$ cat src/rtl/rdist_ctl_pkg.sv
// Shared constants and types for the redistributor control register.
// Bit positions are fixed because software decodes the word.
package rdist_ctl_pkg;
    localparam int REG_W      = 32;
    localparam int N_GRP      = 3;
    localparam int BIT_UPEND  = 31;
    localparam int BIT_EXCL0  = 24;   // exclude bits occupy 24 + group index
    localparam int BIT_WPEND  = 3;
    localparam int BIT_INVAL  = 2;
    localparam int BIT_CLRCAP = 1;
    localparam int BIT_EN     = 0;

    // group index used for exclude bits, eligibility and forwarded group
    typedef enum logic [1:0] {
        GRP_G0   = 2'd0,
        GRP_G1NS = 2'd1,
        GRP_G1S  = 2'd2,
        GRP_NONE = 2'd3
    } grp_e;

    typedef struct packed {
        logic excl;
        logic one_sec;
        logic msi;
        logic inval;
        logic clrcap;
    } caps_t;
endpackage

$ cat src/rtl/rdist_access_gate.sv
// Access gate: decides per access which exclude bits are visible and
// writable, and assembles the read word.
// Assumes straps are static while out of reset.
module rdist_access_gate
    import rdist_ctl_pkg::*;
(
    input  caps_t              caps,
    input  logic               secure,
    input  logic [N_GRP-1:0]   excl_q,
    input  logic               en_q,
    input  logic               wpend,
    input  logic               upstream_busy,
    output logic [N_GRP-1:0]   wmask,
    output logic [REG_W-1:0]   rdata
);
    // per-group access rule
    always_comb begin
        wmask           = '0;
        wmask[GRP_G0]   = caps.excl & (caps.one_sec | secure);
        wmask[GRP_G1NS] = caps.excl;
        wmask[GRP_G1S]  = caps.excl & ~caps.one_sec & secure;
    end

    // read word assembly
    always_comb begin
        rdata             = '0;
        rdata[BIT_UPEND]  = upstream_busy;
        for (int g = 0; g < N_GRP; g++) begin
            rdata[BIT_EXCL0 + g] = excl_q[g] & wmask[g];
        end
        rdata[BIT_WPEND]  = wpend;
        rdata[BIT_INVAL]  = caps.inval;
        rdata[BIT_CLRCAP] = caps.clrcap;
        rdata[BIT_EN]     = en_q & caps.msi;
    end
endmodule

$ cat src/rtl/rdist_pend_track.sv
// Pending tracker: counts propagation requests not yet acknowledged,
// remembers whether an enable clear is among them, and holds a busy
// flag across the pending-table load.
// Assumes fewer than 2**CNT_W requests are ever outstanding at once and
// that acknowledges arrive only for issued requests (extra ones are dropped).
module rdist_pend_track #(
    parameter int CNT_W = 4
) (
    input  logic clk,
    input  logic rst_n,
    input  logic issue,
    input  logic issue_en_clr,
    input  logic ack,
    input  logic load_go,
    input  logic load_done,
    output logic wpend,
    output logic clr_pend
);
    logic [CNT_W-1:0] cnt_q, cnt_d;
    logic             clr_pend_q;
    logic             load_busy_q;
    logic             ack_ok;

    assign ack_ok = ack && (cnt_q != '0);

    // next outstanding count
    always_comb begin
        cnt_d = cnt_q;
        if (issue && !ack_ok)      cnt_d = cnt_q + CNT_W'(1);
        else if (!issue && ack_ok) cnt_d = cnt_q - CNT_W'(1);
    end

    // counter, clear-pending and load-busy state
    always_ff @(posedge clk) begin
        if (!rst_n) begin
            cnt_q       <= '0;
            clr_pend_q  <= 1'b0;
            load_busy_q <= 1'b0;
        end else begin
            cnt_q <= cnt_d;
            if (issue && issue_en_clr)  clr_pend_q <= 1'b1;
            else if (cnt_d == '0)       clr_pend_q <= 1'b0;
            if (load_go)                load_busy_q <= 1'b1;
            else if (load_done)         load_busy_q <= 1'b0;
        end
    end

    assign wpend    = (cnt_q != '0) | load_busy_q;
    assign clr_pend = clr_pend_q;
endmodule

$ cat src/rtl/rdist_elig.sv
// Eligibility and reselection: per-group one-of-N eligibility from sleep,
// exclude and group enables; registered reselect pulse when the exclude
// bit of a forwarded interrupt's group changes.
module rdist_elig
    import rdist_ctl_pkg::*;
(
    input  logic             clk,
    input  logic             rst_n,
    input  logic             pe_asleep,
    input  logic             wake_flag,
    input  logic [N_GRP-1:0] grp_en,
    input  logic [N_GRP-1:0] excl_q,
    input  logic [N_GRP-1:0] excl_chg,
    input  logic             fwd_valid,
    input  logic [1:0]       fwd_grp,
    output logic [N_GRP-1:0] elig,
    output logic             resel_req
);
    logic awake_ok;
    logic hit;
    logic resel_q;

    assign awake_ok = ~pe_asleep | wake_flag;

    // eligibility for each group
    generate
        for (genvar g = 0; g < N_GRP; g++) begin : g_elig
            assign elig[g] = awake_ok & grp_en[g] & ~excl_q[g];
        end
    endgenerate

    // does the change touch the forwarded group
    always_comb begin
        hit = 1'b0;
        for (int g = 0; g < N_GRP; g++) begin
            if (fwd_grp == 2'(g)) hit = excl_chg[g];
        end
    end

    // one-cycle reselect pulse
    always_ff @(posedge clk) begin
        if (!rst_n) resel_q <= 1'b0;
        else        resel_q <= fwd_valid & hit;
    end

    assign resel_req = resel_q;
endmodule

$ cat src/rtl/rdist_ctl_reg.sv
// Redistributor control register top. Holds exclude bits and the
// message-interrupt enable, issues propagation and load requests, gates
// doorbell/translation traffic and reports eligibility.
// Assumes one-cycle write strobes and straps stable outside reset.
module rdist_ctl_reg
    import rdist_ctl_pkg::*;
#(
    parameter int PEND_CNT_W = 4
) (
    input  logic             clk,
    input  logic             rst_n,
    input  logic             cap_excl,
    input  logic             cap_one_sec,
    input  logic             cap_msi,
    input  logic             cap_inval,
    input  logic             cap_clearable,
    input  logic             bus_wr,
    input  logic [31:0]      bus_wdata,
    input  logic             bus_secure,
    output logic [31:0]      bus_rdata,
    input  logic             upstream_busy,
    output logic             prop_req,
    input  logic             prop_ack,
    output logic             load_start,
    input  logic             load_done,
    output logic             msi_en,
    input  logic             doorbell_in,
    output logic             doorbell_out,
    input  logic             xlate_in,
    output logic             xlate_accept,
    input  logic             pe_asleep,
    input  logic             wake_flag,
    input  logic [2:0]       grp_en,
    output logic [2:0]       elig,
    input  logic             fwd_valid,
    input  logic [1:0]       fwd_grp,
    output logic             resel_req,
    output logic             proto_err
);
    caps_t            caps;
    logic [N_GRP-1:0] wmask, excl_q, excl_d, excl_chg;
    logic             en_q, en_set, en_clr, err_set, issue;
    logic             wpend, clr_pend;
    logic             prop_q, load_q, err_q;
    logic             wr_en_bit;
    logic             unused_wbits;

    assign caps = '{excl: cap_excl, one_sec: cap_one_sec, msi: cap_msi,
                    inval: cap_inval, clrcap: cap_clearable};

    assign unused_wbits = ^{bus_wdata[31:27], bus_wdata[23:1]};
    assign wr_en_bit    = bus_wdata[BIT_EN];

    rdist_access_gate u_gate (
        .caps          (caps),
        .secure        (bus_secure),
        .excl_q        (excl_q),
        .en_q          (en_q),
        .wpend         (wpend),
        .upstream_busy (upstream_busy),
        .wmask         (wmask),
        .rdata         (bus_rdata)
    );

    // next exclude bits under the access mask
    always_comb begin
        for (int g = 0; g < N_GRP; g++) begin
            excl_d[g] = (bus_wr && wmask[g]) ? bus_wdata[BIT_EXCL0 + g] : excl_q[g];
        end
    end

    assign excl_chg = excl_d ^ excl_q;

    // enable transitions and illegal sequencing
    always_comb begin
        en_set  = bus_wr & caps.msi & wr_en_bit & ~en_q & ~clr_pend;
        en_clr  = bus_wr & caps.msi & ~wr_en_bit & en_q & caps.clrcap;
        err_set = bus_wr & caps.msi &
                  ((wr_en_bit & ~en_q & clr_pend) |
                   (~wr_en_bit & en_q & ~caps.clrcap));
        issue   = bus_wr & ((|excl_chg) | en_clr);
    end

    // stored fields and registered pulses
    always_ff @(posedge clk) begin
        if (!rst_n) begin
            excl_q <= '0;
            en_q   <= 1'b0;
            prop_q <= 1'b0;
            load_q <= 1'b0;
            err_q  <= 1'b0;
        end else begin
            excl_q <= excl_d;
            if (en_set)      en_q <= 1'b1;
            else if (en_clr) en_q <= 1'b0;
            prop_q <= issue;
            load_q <= en_set;
            err_q  <= err_q | err_set;
        end
    end

    rdist_pend_track #(.CNT_W(PEND_CNT_W)) u_pend (
        .clk          (clk),
        .rst_n        (rst_n),
        .issue        (issue),
        .issue_en_clr (en_clr),
        .ack          (prop_ack),
        .load_go      (en_set),
        .load_done    (load_done),
        .wpend        (wpend),
        .clr_pend     (clr_pend)
    );

    rdist_elig u_elig (
        .clk       (clk),
        .rst_n     (rst_n),
        .pe_asleep (pe_asleep),
        .wake_flag (wake_flag),
        .grp_en    (grp_en),
        .excl_q    (excl_q),
        .excl_chg  (excl_chg),
        .fwd_valid (fwd_valid),
        .fwd_grp   (fwd_grp),
        .elig      (elig),
        .resel_req (resel_req)
    );

    assign prop_req     = prop_q;
    assign load_start   = load_q;
    assign proto_err    = err_q;
    assign msi_en       = en_q & caps.msi;
    assign doorbell_out = doorbell_in & msi_en;
    assign xlate_accept = xlate_in & msi_en;
endmodule

$ cat config.mk
export PLATFORM = sky130hd
export DESIGN_NAME = rdist_ctl_reg
export DESIGN_NICKNAME = d
export VERILOG_FILES = /design/src/rtl/rdist_ctl_pkg.sv /design/src/rtl/rdist_access_gate.sv /design/src/rtl/rdist_pend_track.sv /design/src/rtl/rdist_elig.sv /design/src/rtl/rdist_ctl_reg.sv
export SDC_FILE = /design/constraint.sdc
export NUM_CORES = 1
export LEC_CHECK = 0
export ABC_CLOCK_PERIOD_IN_PS = 2500
export CAP_MARGIN = 25
export CORE_ASPECT_RATIO = 0.6
export CORE_MARGIN = 1.5
export CORE_UTILIZATION = 32
export CTS_BUF_LIST = sky130_fd_sc_hd__clkbuf_4
export DETAILED_ROUTE_END_ITERATION = 6
export GPL_ROUTABILITY_DRIVEN = 0
export GPL_TIMING_DRIVEN = 0
export PLACE_DENSITY = 0.8
export SLEW_MARGIN = 10
export SYNTH_ARGS = -nofsm -noshare
export SYNTH_HDL_FRONTEND = slang
export SYNTH_SLANG_ARGS = --single-unit
$ cat constraint.sdc
create_clock -name clk -period 2.5 [get_ports clk]
set_input_delay 0.5 -clock clk [delete_from_list [all_inputs] [get_ports clk]]
set_output_delay 0.5 -clock clk [all_outputs]
set_load 0.05 [all_outputs]
==> out/results.tsv <==
metric	value	unit
outcome	finished, final reports clean	
Max Slew Vio Count	0	
Syn. warnings	0	
Yosys top cell area share	0.2566	
distinct cell type count after synthesis	40	
leakage power	0.8504	nW
first-pass GRT wire length	3.767	mm
Post-CTS Setup Bufs	0	
chip height	48.26	µm
Syn Area/Cell	8.953	µm²
pin count of the biggest net entering global routing	11	
fmax	0.4150	GHz
wire per inst	10.03	µm
CP Max Fanout	3	
worst slew pin tran	0.5146	ns
VDD IR max	0.0002425	V
Final setup viols	0	
Layout area overhead	52.69	%
share of layout cells above drive strength 1	0.2316	
CORE AREA	3263	µm²
clock sink total	14	
clock tree buffer depth	2	
Hold Path Class	reg -> reg	
top cells by area, synth	dfxtp_1 (26%), buf_4 (20%), xnor2_1 (5.6%)	
nets	247	
Final ANT Viol Nets	0	
Hold Vio Cnt, Final	0	
via/cell ratio	4.055	
reg-to-reg slack, setup	0.51	ns
Critical Path Sink Type	output pin	
dominant synthesized flop cell	dfxtp_1	
initial antenna violation count	0	
DRT iter0 DRCs	11	
Syn Inst Count	122	
GRT Util Overall	0.1332	
hold slack	0.4909	ns
sequential-to-total area share from yosys stat	0.2566	
Cell Rows	16	
Post-Syn Area	1092	µm²
pwr/cell area	585.5	nW/µm²
setup repair after global routing missed its margin	no	
DRC Markers	0	
die width	78.43	µm
WP data arrival	1.91	ns
boundary pin count	96	
Final Total Pwr	0.9765	mW
CTS buffer count	3	
Pre-antenna DRT Iters	4	
Clk Latency, worst-skew pair	0.28	ns
number of enable flip-flop cells after synthesis	0	
Final Cell Area	1668	µm²
H-Tree Depth	1	
CP Launch Type	primary input	
placed instance area	1645	µm²
I/O Buffers	41	
number of global-route vias before repair	833	
Async SR Flop Fraction	0	
Slew HR	0.6543	
global route overflow	0	
CTS tree	built	
WS Path Type	in -> out	
Detail Placement HPWL	1.957	mm
Yosys top cell by area	dfxtp_1	
setup TNS	0	ns
clock-pin slew on the worst setup and hold paths	0.08	ns
root buffer cell	clkbuf_4	
period utilisation layout	0.9639	
Final Skew	0.003086	ns
die area	3784	µm²
Starting Density	0.3347	
ant diodes	0	
routed vias	953	
Worst EP required	2.00	ns
min Tclk post-route	2.410	ns
wirelength, routed	2.356	mm
max cap viols	0	
#FFs+latches synth	14	
==> flip-flops by register name, summed over array words and instances (netlist names) <==
name	flops
excl_q	3
u_pend.load_busy_q	1
load_start	1
u_pend.clr_pend	1
u_elig.resel_req	1
prop_req	1
en_q	1
u_pend.cnt_q	4
proto_err	1
==> power breakdown <==
group | leakage [nW] | internal [mW] | switching [mW] | total, mW
clock | 0.0154 | 0.0580 | 0.0761 | 0.134
sequential | 0.114 | 0.255 | 0.0458 | 0.301
combinational | 0.721 | 0.224 | 0.317 | 0.542
total | 0.850 | 0.537 | 0.439 | 0.976
==> kinds of logic (layout without fill, tap and decap cells) <==
family          after synthesis  count (layout)  synth area share
mux                           4               4           0.03666
fa+ha+maj                     4               4           0.04123
xor+xnor                      7               7           0.05613
flops                        14              14            0.2566
other cells                   1              24          0.003433
compound gates               15              15            0.1180
simple gates                 42              42            0.2680
buf+inv                      35              80            0.2199
==> cell usage in the layout (no fill, tap or decap), types with 2 or more instances in the layout <==
cell | Yosys | routed
buf_4 | 29 | 29
clkdlybuf4s50_1 | 0 | 29
conb_1 | 1 | 24
dfxtp_1 | 14 | 14
nor2b_1 | 7 | 7
xnor2_1 | 7 | 7
dlygate4sd2_1 | 0 | 7
nand2_1 | 6 | 6
inv_1 | 5 | 5
mux2i_1 | 4 | 4
dlymetal6s2s_1 | 0 | 4
and3_1 | 3 | 3
nor3b_1 | 3 | 3
nand4_1 | 3 | 3
nor2_1 | 3 | 3
clkbuf_4 | 0 | 3
and2_1 | 2 | 2
o211a_1 | 2 | 2
or4_1 | 2 | 2
nand3b_1 | 2 | 2
a31o_2 | 2 | 2
nor2_2 | 2 | 2
o21ai_0 | 2 | 2
maj3_1 | 2 | 2
ha_1 | 2 | 2
==> cell usage after synthesis (2+ instances only) <==
master    count
buf_4        29
nor2_2        2
maj3_1        2
nor3b_1       3
inv_1         5
nor2_1        3
o211a_1       2
or4_1         2
mux2i_1       4
nand3b_1      2
xnor2_1       7
nand2_1       6
a31o_2        2
ha_1          2
and3_1        3
dfxtp_1      14
o21ai_0       2
nor2b_1       7
nand4_1       3
and2_1        2
==> repair_timing <==
item,CTS,global route
hold buffers,0,0
resized for setup,8,6
setup endpoints to repair,8,5
==> per-stage QoR <==
step                      instances    util  worst slack [ns]
after floorplan                 145       -            0.2106
after global placement          231  0.5042           -0.2003
after detailed placement        231  0.5042           -0.2227
after CTS                       235  0.5092         0.0001723
after global routing            235  0.5111           0.02130
final                           235  0.5111           0.09014
==> routing by layer <==
layer	up-vias	GRT usage	routed length [µm]
met5	-	0	0
met4	0	0.03214	10
met3	2	0.06355	234
met2	31	0.2313	1009
met1	407	0.1555	1102
li1	513	-	-
==> cell type report <==
cell class,count,area [µm²]
repair buffers,41,406.6
inverters,5,18.77
well taps,45,56.30
clock buffers,3,22.52
multi-input cells,96,658.1
flip-flops and latches,14,280.3
plain buffers,30,221.5
clock inverters,1,3.754
fillers,333,1595
==> worst paths after layout <==
kind | startpoint | end | cells after the start
worst min-delay path | proto_err | proto_err | 1
worst max-delay path | cap_clearable | bus_rdata[1] | 3
worst min register to register | proto_err | proto_err | 1
worst max register to register | u_pend.cnt_q[0] | u_pend.clr_pend | 8
==> critical path: stages <==
cell	delay, ns
clkdlybuf4s50_1	0.51
buf_4	0.12
clkdlybuf4s50_1	0.79
No activity file was read; power rests on OpenSTA's default activity.
